`src/rtl/fal_pkg.sv`:
```
package fal_pkg;
  typedef enum logic {
    ST_HUNT   = 1'b0,
    ST_LOCKED = 1'b1
  } fal_state_e;
endpackage

```
`src/rtl/fal_window.sv`:
```
module fal_window #(
  parameter int DATA_W    = 10,
  parameter int FRAME_LEN = 12,
  parameter int PH_W      = 4
) (
  input  logic              clk,
  input  logic              clr,
  input  logic              bit_in,
  output logic [DATA_W-1:0] sr,
  output logic [PH_W-1:0]   ph,
  output logic              rise
);
  // sr[0] is the newest bit; phase counts bit slots modulo the frame length
  always_ff @(posedge clk) begin
    if (clr) begin
      sr <= '0;
      ph <= '0;
    end else begin
      sr <= {sr[DATA_W-2:0], bit_in};
      ph <= (ph == PH_W'(FRAME_LEN-1)) ? '0 : ph + PH_W'(1);
    end
  end

  // a 0 followed by a 1 means a start bit just arrived
  assign rise = ~sr[1] & sr[0];


  phase_range_chk: assert property (@(posedge clk) disable iff (clr)
    ph < PH_W'(FRAME_LEN));

  shift_order_chk: assert property (@(posedge clk) disable iff (clr)
    !$past(clr) |-> sr[1] == $past(sr[0]));
endmodule

```
`src/rtl/fal_hunter.sv`:
```
module fal_hunter #(
  parameter int FRAME_LEN   = 12,
  parameter int LOCK_FRAMES = 4,
  parameter int PH_W        = 4,
  parameter int CNT_W       = 3,
  parameter int NUM_W       = 4
) (
  input  logic             clk,
  input  logic             clr,
  input  logic [PH_W-1:0]  ph,
  input  logic             rise,
  output logic [NUM_W-1:0] full_n,
  output logic [NUM_W-1:0] near_n,
  output logic [PH_W-1:0]  full_pos
);
  logic [CNT_W-1:0] cnt [FRAME_LEN];

  for (genvar p = 0; p < FRAME_LEN; p++) begin : g_pos
    // consecutive frames with a transition at this slot, saturating
    always_ff @(posedge clk) begin
      if (clr) begin
        cnt[p] <= '0;
      end else if (ph == PH_W'(p)) begin
        if (!rise) begin
          cnt[p] <= '0;
        end else if (cnt[p] != CNT_W'(LOCK_FRAMES)) begin
          cnt[p] <= cnt[p] + CNT_W'(1);
        end
      end
    end


    cnt_bound_chk: assert property (@(posedge clk) disable iff (clr)
      cnt[p] <= CNT_W'(LOCK_FRAMES));

    miss_clear_chk: assert property (@(posedge clk) disable iff (clr)
      (ph == PH_W'(p) && !rise) |=> cnt[p] == '0);
  end

  // full: stable long enough; near: one frame short (flags repetitive patterns)
  always_comb begin
    full_n   = '0;
    near_n   = '0;
    full_pos = '0;
    for (int p = 0; p < FRAME_LEN; p++) begin
      if (cnt[p] == CNT_W'(LOCK_FRAMES)) begin
        full_n   = full_n + NUM_W'(1);
        full_pos = PH_W'(p);
      end
      if (cnt[p] >= CNT_W'(LOCK_FRAMES-1)) begin
        near_n = near_n + NUM_W'(1);
      end
    end
  end
endmodule

```
`src/rtl/fal_lock_fsm.sv`:
```
module fal_lock_fsm
  import fal_pkg::*;
#(
  parameter int MISS_FRAMES = 4,
  parameter int PH_W        = 4,
  parameter int NUM_W       = 4
) (
  input  logic             clk,
  input  logic             clr,
  input  logic [PH_W-1:0]  ph,
  input  logic             rise,
  input  logic [NUM_W-1:0] full_n,
  input  logic [NUM_W-1:0] near_n,
  input  logic [PH_W-1:0]  full_pos,
  output logic             locked,
  output logic [PH_W-1:0]  lock_pos
);
  localparam int MISS_W = $clog2(MISS_FRAMES + 1);

  fal_state_e        state;
  logic [MISS_W-1:0] miss;

  always_ff @(posedge clk) begin
    if (clr) begin
      state    <= ST_HUNT;
      lock_pos <= '0;
      miss     <= '0;
    end else begin
      case (state)
        ST_HUNT: begin
          // decide once per frame, only for a single unrivalled candidate
          if (ph == '0 && full_n == NUM_W'(1) && near_n == NUM_W'(1)) begin
            state    <= ST_LOCKED;
            lock_pos <= full_pos;
            miss     <= '0;
          end
        end
        default: begin
          if (ph == lock_pos) begin
            if (rise) begin
              miss <= '0;
            end else if (miss == MISS_W'(MISS_FRAMES-1)) begin
              state <= ST_HUNT;
              miss  <= '0;
            end else begin
              miss <= miss + MISS_W'(1);
            end
          end
        end
      endcase
    end
  end

  assign locked = (state == ST_LOCKED);


  rmt_block_chk: assert property (@(posedge clk) disable iff (clr)
    (state == ST_HUNT && near_n > NUM_W'(1)) |=> state == ST_HUNT);

  hold_on_hit_chk: assert property (@(posedge clk) disable iff (clr)
    (locked && ph == lock_pos && rise) |=> locked);

  lock_entry_chk: assert property (@(posedge clk) disable iff (clr)
    $rose(locked) |-> $past(full_n) == NUM_W'(1));
endmodule

```
`src/rtl/frame_aligner.sv`:
```
module frame_aligner #(
  parameter int FRAME_LEN   = 12,
  parameter int LOCK_FRAMES = 4,
  parameter int MISS_FRAMES = 4,
  localparam int DATA_W     = FRAME_LEN - 2
) (
  input  logic              clk,
  input  logic              rst,
  input  logic              pwr_dn,
  input  logic              rx_en,
  input  logic              bit_in,
  output logic              lock_n,
  output logic [DATA_W-1:0] word_out,
  output logic              word_vld
);
  localparam int PH_W  = $clog2(FRAME_LEN);
  localparam int CNT_W = $clog2(LOCK_FRAMES + 1);
  localparam int NUM_W = $clog2(FRAME_LEN + 1);

  logic              clr;
  logic [DATA_W-1:0] sr;
  logic [PH_W-1:0]   ph;
  logic              rise;
  logic [NUM_W-1:0]  full_n;
  logic [NUM_W-1:0]  near_n;
  logic [PH_W-1:0]   full_pos;
  logic              locked;
  logic [PH_W-1:0]   lock_pos;
  logic [PH_W:0]     cap_sum;
  logic [PH_W:0]     cap_wrap;
  logic              cap;
  logic [DATA_W-1:0] word_nx;

  assign clr = rst | pwr_dn;

  fal_window #(.DATA_W(DATA_W), .FRAME_LEN(FRAME_LEN), .PH_W(PH_W)) u_window (
    .clk(clk), .clr(clr), .bit_in(bit_in), .sr(sr), .ph(ph), .rise(rise));

  fal_hunter #(.FRAME_LEN(FRAME_LEN), .LOCK_FRAMES(LOCK_FRAMES), .PH_W(PH_W),
               .CNT_W(CNT_W), .NUM_W(NUM_W)) u_hunter (
    .clk(clk), .clr(clr), .ph(ph), .rise(rise),
    .full_n(full_n), .near_n(near_n), .full_pos(full_pos));

  fal_lock_fsm #(.MISS_FRAMES(MISS_FRAMES), .PH_W(PH_W), .NUM_W(NUM_W)) u_fsm (
    .clk(clk), .clr(clr), .ph(ph), .rise(rise), .full_n(full_n),
    .near_n(near_n), .full_pos(full_pos), .locked(locked), .lock_pos(lock_pos));

  // the last payload bit is newest in the window DATA_W slots after the start bit
  assign cap_sum  = {1'b0, lock_pos} + (PH_W+1)'(DATA_W);
  assign cap_wrap = (cap_sum >= (PH_W+1)'(FRAME_LEN)) ? cap_sum - (PH_W+1)'(FRAME_LEN) : cap_sum;
  assign cap      = locked && (ph == cap_wrap[PH_W-1:0]);

  // first-arrived payload bit is oldest in the window and lands in bit 0
  for (genvar i = 0; i < DATA_W; i++) begin : g_word
    assign word_nx[i] = sr[DATA_W-1-i];
  end

  always_ff @(posedge clk) begin
    if (clr) begin
      lock_n   <= 1'b1;
      word_out <= '0;
      word_vld <= 1'b0;
    end else begin
      lock_n   <= ~locked;
      word_vld <= cap & rx_en;
      if (!locked || !rx_en) begin
        word_out <= '0;
      end else if (cap) begin
        word_out <= word_nx;
      end
    end
  end


  pwrdn_blank_chk: assert property (@(posedge clk) disable iff (rst)
    pwr_dn |=> (lock_n && !word_vld && word_out == '0));

  rxen_blank_chk: assert property (@(posedge clk) disable iff (rst)
    !rx_en |=> (!word_vld && word_out == '0));

  strobe_locked_chk: assert property (@(posedge clk) disable iff (rst)
    word_vld |-> !lock_n);

  blank_unlocked_chk: assert property (@(posedge clk) disable iff (rst)
    lock_n |-> (word_out == '0 && !word_vld));
endmodule

```
`config.mk`:
```
export PLATFORM = sky130hd
export DESIGN_NAME = frame_aligner
export DESIGN_NICKNAME = d
export VERILOG_FILES = /design/src/rtl/fal_pkg.sv /design/src/rtl/fal_window.sv /design/src/rtl/fal_hunter.sv /design/src/rtl/fal_lock_fsm.sv /design/src/rtl/frame_aligner.sv
export SDC_FILE = /design/constraint.sdc
export NUM_CORES = 1
export LEC_CHECK = 0
export BUFFER_PORTS_ARGS = -buffer_cell sky130_fd_sc_hd__buf_2
export CORE_MARGIN = 2
export CORE_UTILIZATION = 58
export CTS_BUF_LIST = sky130_fd_sc_hd__clkbuf_8
export DETAILED_ROUTE_END_ITERATION = 7
export GPL_TIMING_DRIVEN = 0
export PLACE_DENSITY = 0.75
export SYNTH_ARGS = -nofsm -noshare
export SYNTH_HDL_FRONTEND = slang
export SYNTH_SLANG_ARGS = --single-unit
```
`constraint.sdc`:
```
create_clock -name clk -period 12.11 [get_ports clk]
set_input_delay 0 -clock clk [delete_from_list [all_inputs] [get_ports clk]]
set_output_delay 0 -clock clk [all_outputs]
set_load 0.1 [all_outputs]
```
==> summary.md <==
| Metric | Value |
|---|---|
| Core ar. | `9200 sq um` |
| Flop-to-flop setup slack | `2800 ps` |
| Via Count | `4380` |
| PortBufs | `16` |
| Die W | `101 um` |
| Met2 GRT Util | `42.0%` |
| Asr flop ratio synth | `0%` |
| Final setup viols | `0` |
| First-pass GRT wire length | `19.8 mm` |
| DIE AREA | `10300 sq um` |
| Total congestion overflow | `0` |
| Die Y | `101 um` |
| Clock Tree Buf Depth | `2` |
| Met1 usage | `29.0%` |
| Inst Count DP | `751` |
| CTS tree | `built` |
| Achievable Freq | `0.107 GHz` |
| Post-Syn Instances | `624` |
| Gp weighted congestion | `0.959` |
| Final cell count without fillers | `769` |
| Least-Margin Pin Slew | `758 ps` |
| Synthesized area | `5490 sq um` |
| Global routing usage on met3 | `3.93%` |
| VDD IR max | `0.000101 V` |
| Fraction of layout cells with a size suffix above 1 | `9.57%` |
| WHS Path Cells | `4` |
| Synthesized flop and latch total | `70` |
| Layout area overhead | `7.95%` |
| Worst skew pair latency | `370 ps` |
| Worst path slowest cell | `a2111oi_0` |
| Number of H-tree levels | `3` |
| Antenna cells | `0` |
| CP most frequent cell | `ha_1` |
| Warnings, synthesis | `0` |
| Initial DRC Count | `211` |
| Avg WL per Cell | `14.9 um` |
| Placed Area | `5710 sq um` |
| Layout Nets | `723` |
| Reg-to-reg critical path endpoint | `u_fsm.miss[0]` |
| Critical path startpoint category | `register` |
| CP Capture Type | `register` |
| Min-delay src | `pwr_dn` |
| WL final | `11.5 mm` |
| Reg2reg start | `u_hunter.cnt[0][3]` |
| Slowest Stage Delay on Critical Path | `560 ps` |
| Starting density of the core | `59.7%` |
| # DRC | `0` |
| WS Path Type | `reg -> reg` |
| Critical Path RT | `12360 ps` |
| Fill count | `777` |
| CTS Buf Count | `9` |
| EDFF count, synth | `36` |
| Status | `complete, no violations` |
| Clk sink count | `70` |
| Worst R2R Path Depth | `44` |
| Largest net degree at the start of global routing | `17` |
| Syn nets | `694` |
| Hold EP | `word_out[0]` |
| RSZ-0062 raised after global routing | `false` |
| Final Hold Fails | `0` |
| Max-cap violations | `0` |
| Num ports | `17` |
| Detailed Routing Iterations Pass 1 | `4` |
| Rows | `35` |
| PwrDens | `113 nW/um^2` |
| HPWL after DPL | `8.87 mm` |
| Post-synthesis sequential area ratio | `32.1%` |
| Layer with the highest usage | `met2` |
| CP arrival | `9560 ps` |
| Design area | `5930 sq um` |
| Tightest Hold Check Type | `in -> reg` |
| Overall Global Routing Usage | `24.2%` |
| Synth top area share | `19.7%` |
| Resized cells post-CTS | `0` |
| Number of global-route vias before repair | `4580` |
| Vias per cell | `5.70` |
| Worst hold margin | `11.9 ps` |
| Final max-slew violation count | `0` |
| Rel. slew slack | `49.0%` |
| Post-synthesis cell type count | `57` |
| Fin crit period | `9310 ps` |
| Worst-path maximum fanout | `9` |
| Initial antenna violation count | `0` |
| Clk_skew | `18.7 ps` |
| Avg Cell Area, Syn | `8.80 sq um` |
| Cell taking the most area after synthesis | `edfxtp_1` |
| Final period util | `76.9%` |
| Top cells by area, synth | `edfxtp_1 (20%), ha_1 (15%), dfxtp_1 (12%)` |
| Setup TNS | `0 ps` |
| Antenna Nets Post-Route | `0` |
| CTS root buf | `clkbuf_8` |
| Clock-pin transition on the worst setup and hold timing paths | `90 ps` |
| Main synth FF type | `edfxtp_1` |
| Pleak | `2.64 nW` |
| Postcts setup bufs | `0` |
==> critical path: cells and delay by family (launching register included) <==
| family | cells | cell delay (ps) |
|---|---|---|
| mux | 1 | 270 |
| xor+xnor | 4 | 770 |
| buf+inv | 4 | 340 |
| flops | 1 | 420 |
| fa+ha+maj | 11 | 3130 |
| compound gates | 13 | 2430 |
| simple gates | 11 | 1800 |
==> timing repair <==
action / in CTS / in global routing
hold buffers: 2 / 0
endpoints found under the setup margin: 0 / 0
endpoints found under the hold margin: 2 / 0
==> synthesized netlist by cell type, drive strengths merged, types with 2 or more instances <==
cell type,n
a211oi,8
nand4,9
mux2i,16
nor3,8
nand2,55
xnor2,42
nor2,85
nor4,5
nand3,31
o211a,3
a31oi,5
o31ai,2
o21a,2
and3,5
a22oi,3
o211ai,15
o2111ai,2
a211o,3
ha,65
and2,16
clkbuf,15
nor3b,2
dfxtp,34
a21oi,19
o21ai,19
inv,69
edfxtp,36
nor2b,6
nand2b,4
xor2,20
xnor3,2
or4,2
mux2,3
==> metal layers <==
| layer | up-vias | part of all wire (%) | wire, um |
|---|---|---|---|
| met1 | 2058 | 43 | 4900 |
| met4 | 0 | 3.0 | 342 |
| met2 | 92 | 49 | 5570 |
| met5 | - | 0 | 0 |
| met3 | 28 | 5.7 | 655 |
| li1 | 2202 | - | - |
==> power by group <==
group	total (mW)	switching (mW)	internal, mW
logic	0.214	0.126	0.0880
registers	0.263	0.00781	0.255
clock network	0.191	0.109	0.0814
==> cells by family after synthesis <==
family / synth area share (%)
AO/OA/AOI/OAI: 11.3
XOR/XNOR: 12.2
adder cells (fa/ha/maj): 14.8
buffers and inverters: 6.19
flip-flops: 32.1
multiplexers: 3.53
AND/OR/NAND/NOR: 19.9
==> placed cells by master (no fill, tap or decap), drive strengths merged, types with 20 or more instances in the layout <==
master and instances:
nand2 55, ha 65, dfxtp 34, nor2 85, edfxtp 36, nand3 31
xor2 20, xnor2 42, inv 74, clkbuf 24
==> state kept, by name (all words and copies together) (netlist names) <==
| register | count |
|---|---|
| u_fsm.locked | 1 |
| u_window.sr | 10 |
| u_fsm.lock_pos | 4 |
| u_hunter.cnt | 36 |
| u_window.ph | 4 |
| lock_n | 1 |
| u_fsm.miss | 3 |
| word_vld | 1 |
| word_out | 10 |
==> metrics by stage <==
stage,utilization (%),power [mW],setup WS [ps]
finish,64.5,0.668,2800
global route,64.5,0.712,2240
CTS,64.5,0.669,3040
detailed placement,62.1,0.480,3130
global placement,62.1,0.469,3320
floorplan,-,0.436,4220
==> layout make-up <==
class / instances / area [sq um] / share of cell area [%]
clock buffer: 9 / 124 / 2.09
multi-input combinational: 469 / 3390 / 57.2
tap: 111 / 139 / 2.34
sequential: 70 / 1760 / 29.7
clock inverter: 7 / 73.8 / 1.24
inverter: 69 / 259 / 4.37
timing repair buffer: 18 / 100 / 1.69
buffer: 16 / 81.3 / 1.37
==> worst max path at each step <==
stage                                   from                end  slack (ps)  depth (start not counted)
after floorplan           u_hunter.cnt[0][3]      u_fsm.miss[2]        4220                         44
after global placement    u_hunter.cnt[0][3]      u_fsm.miss[2]        3320                         44
after detailed placement  u_hunter.cnt[0][3]      u_fsm.miss[0]        3130                         44
after CTS                 u_hunter.cnt[0][3]      u_fsm.miss[0]        3040                         44
after global routing      u_hunter.cnt[0][3]  u_fsm.lock_pos[1]        2240                         44
final                     u_hunter.cnt[0][3]      u_fsm.miss[0]        2800                         44
Power figures use the tool's default switching activity.
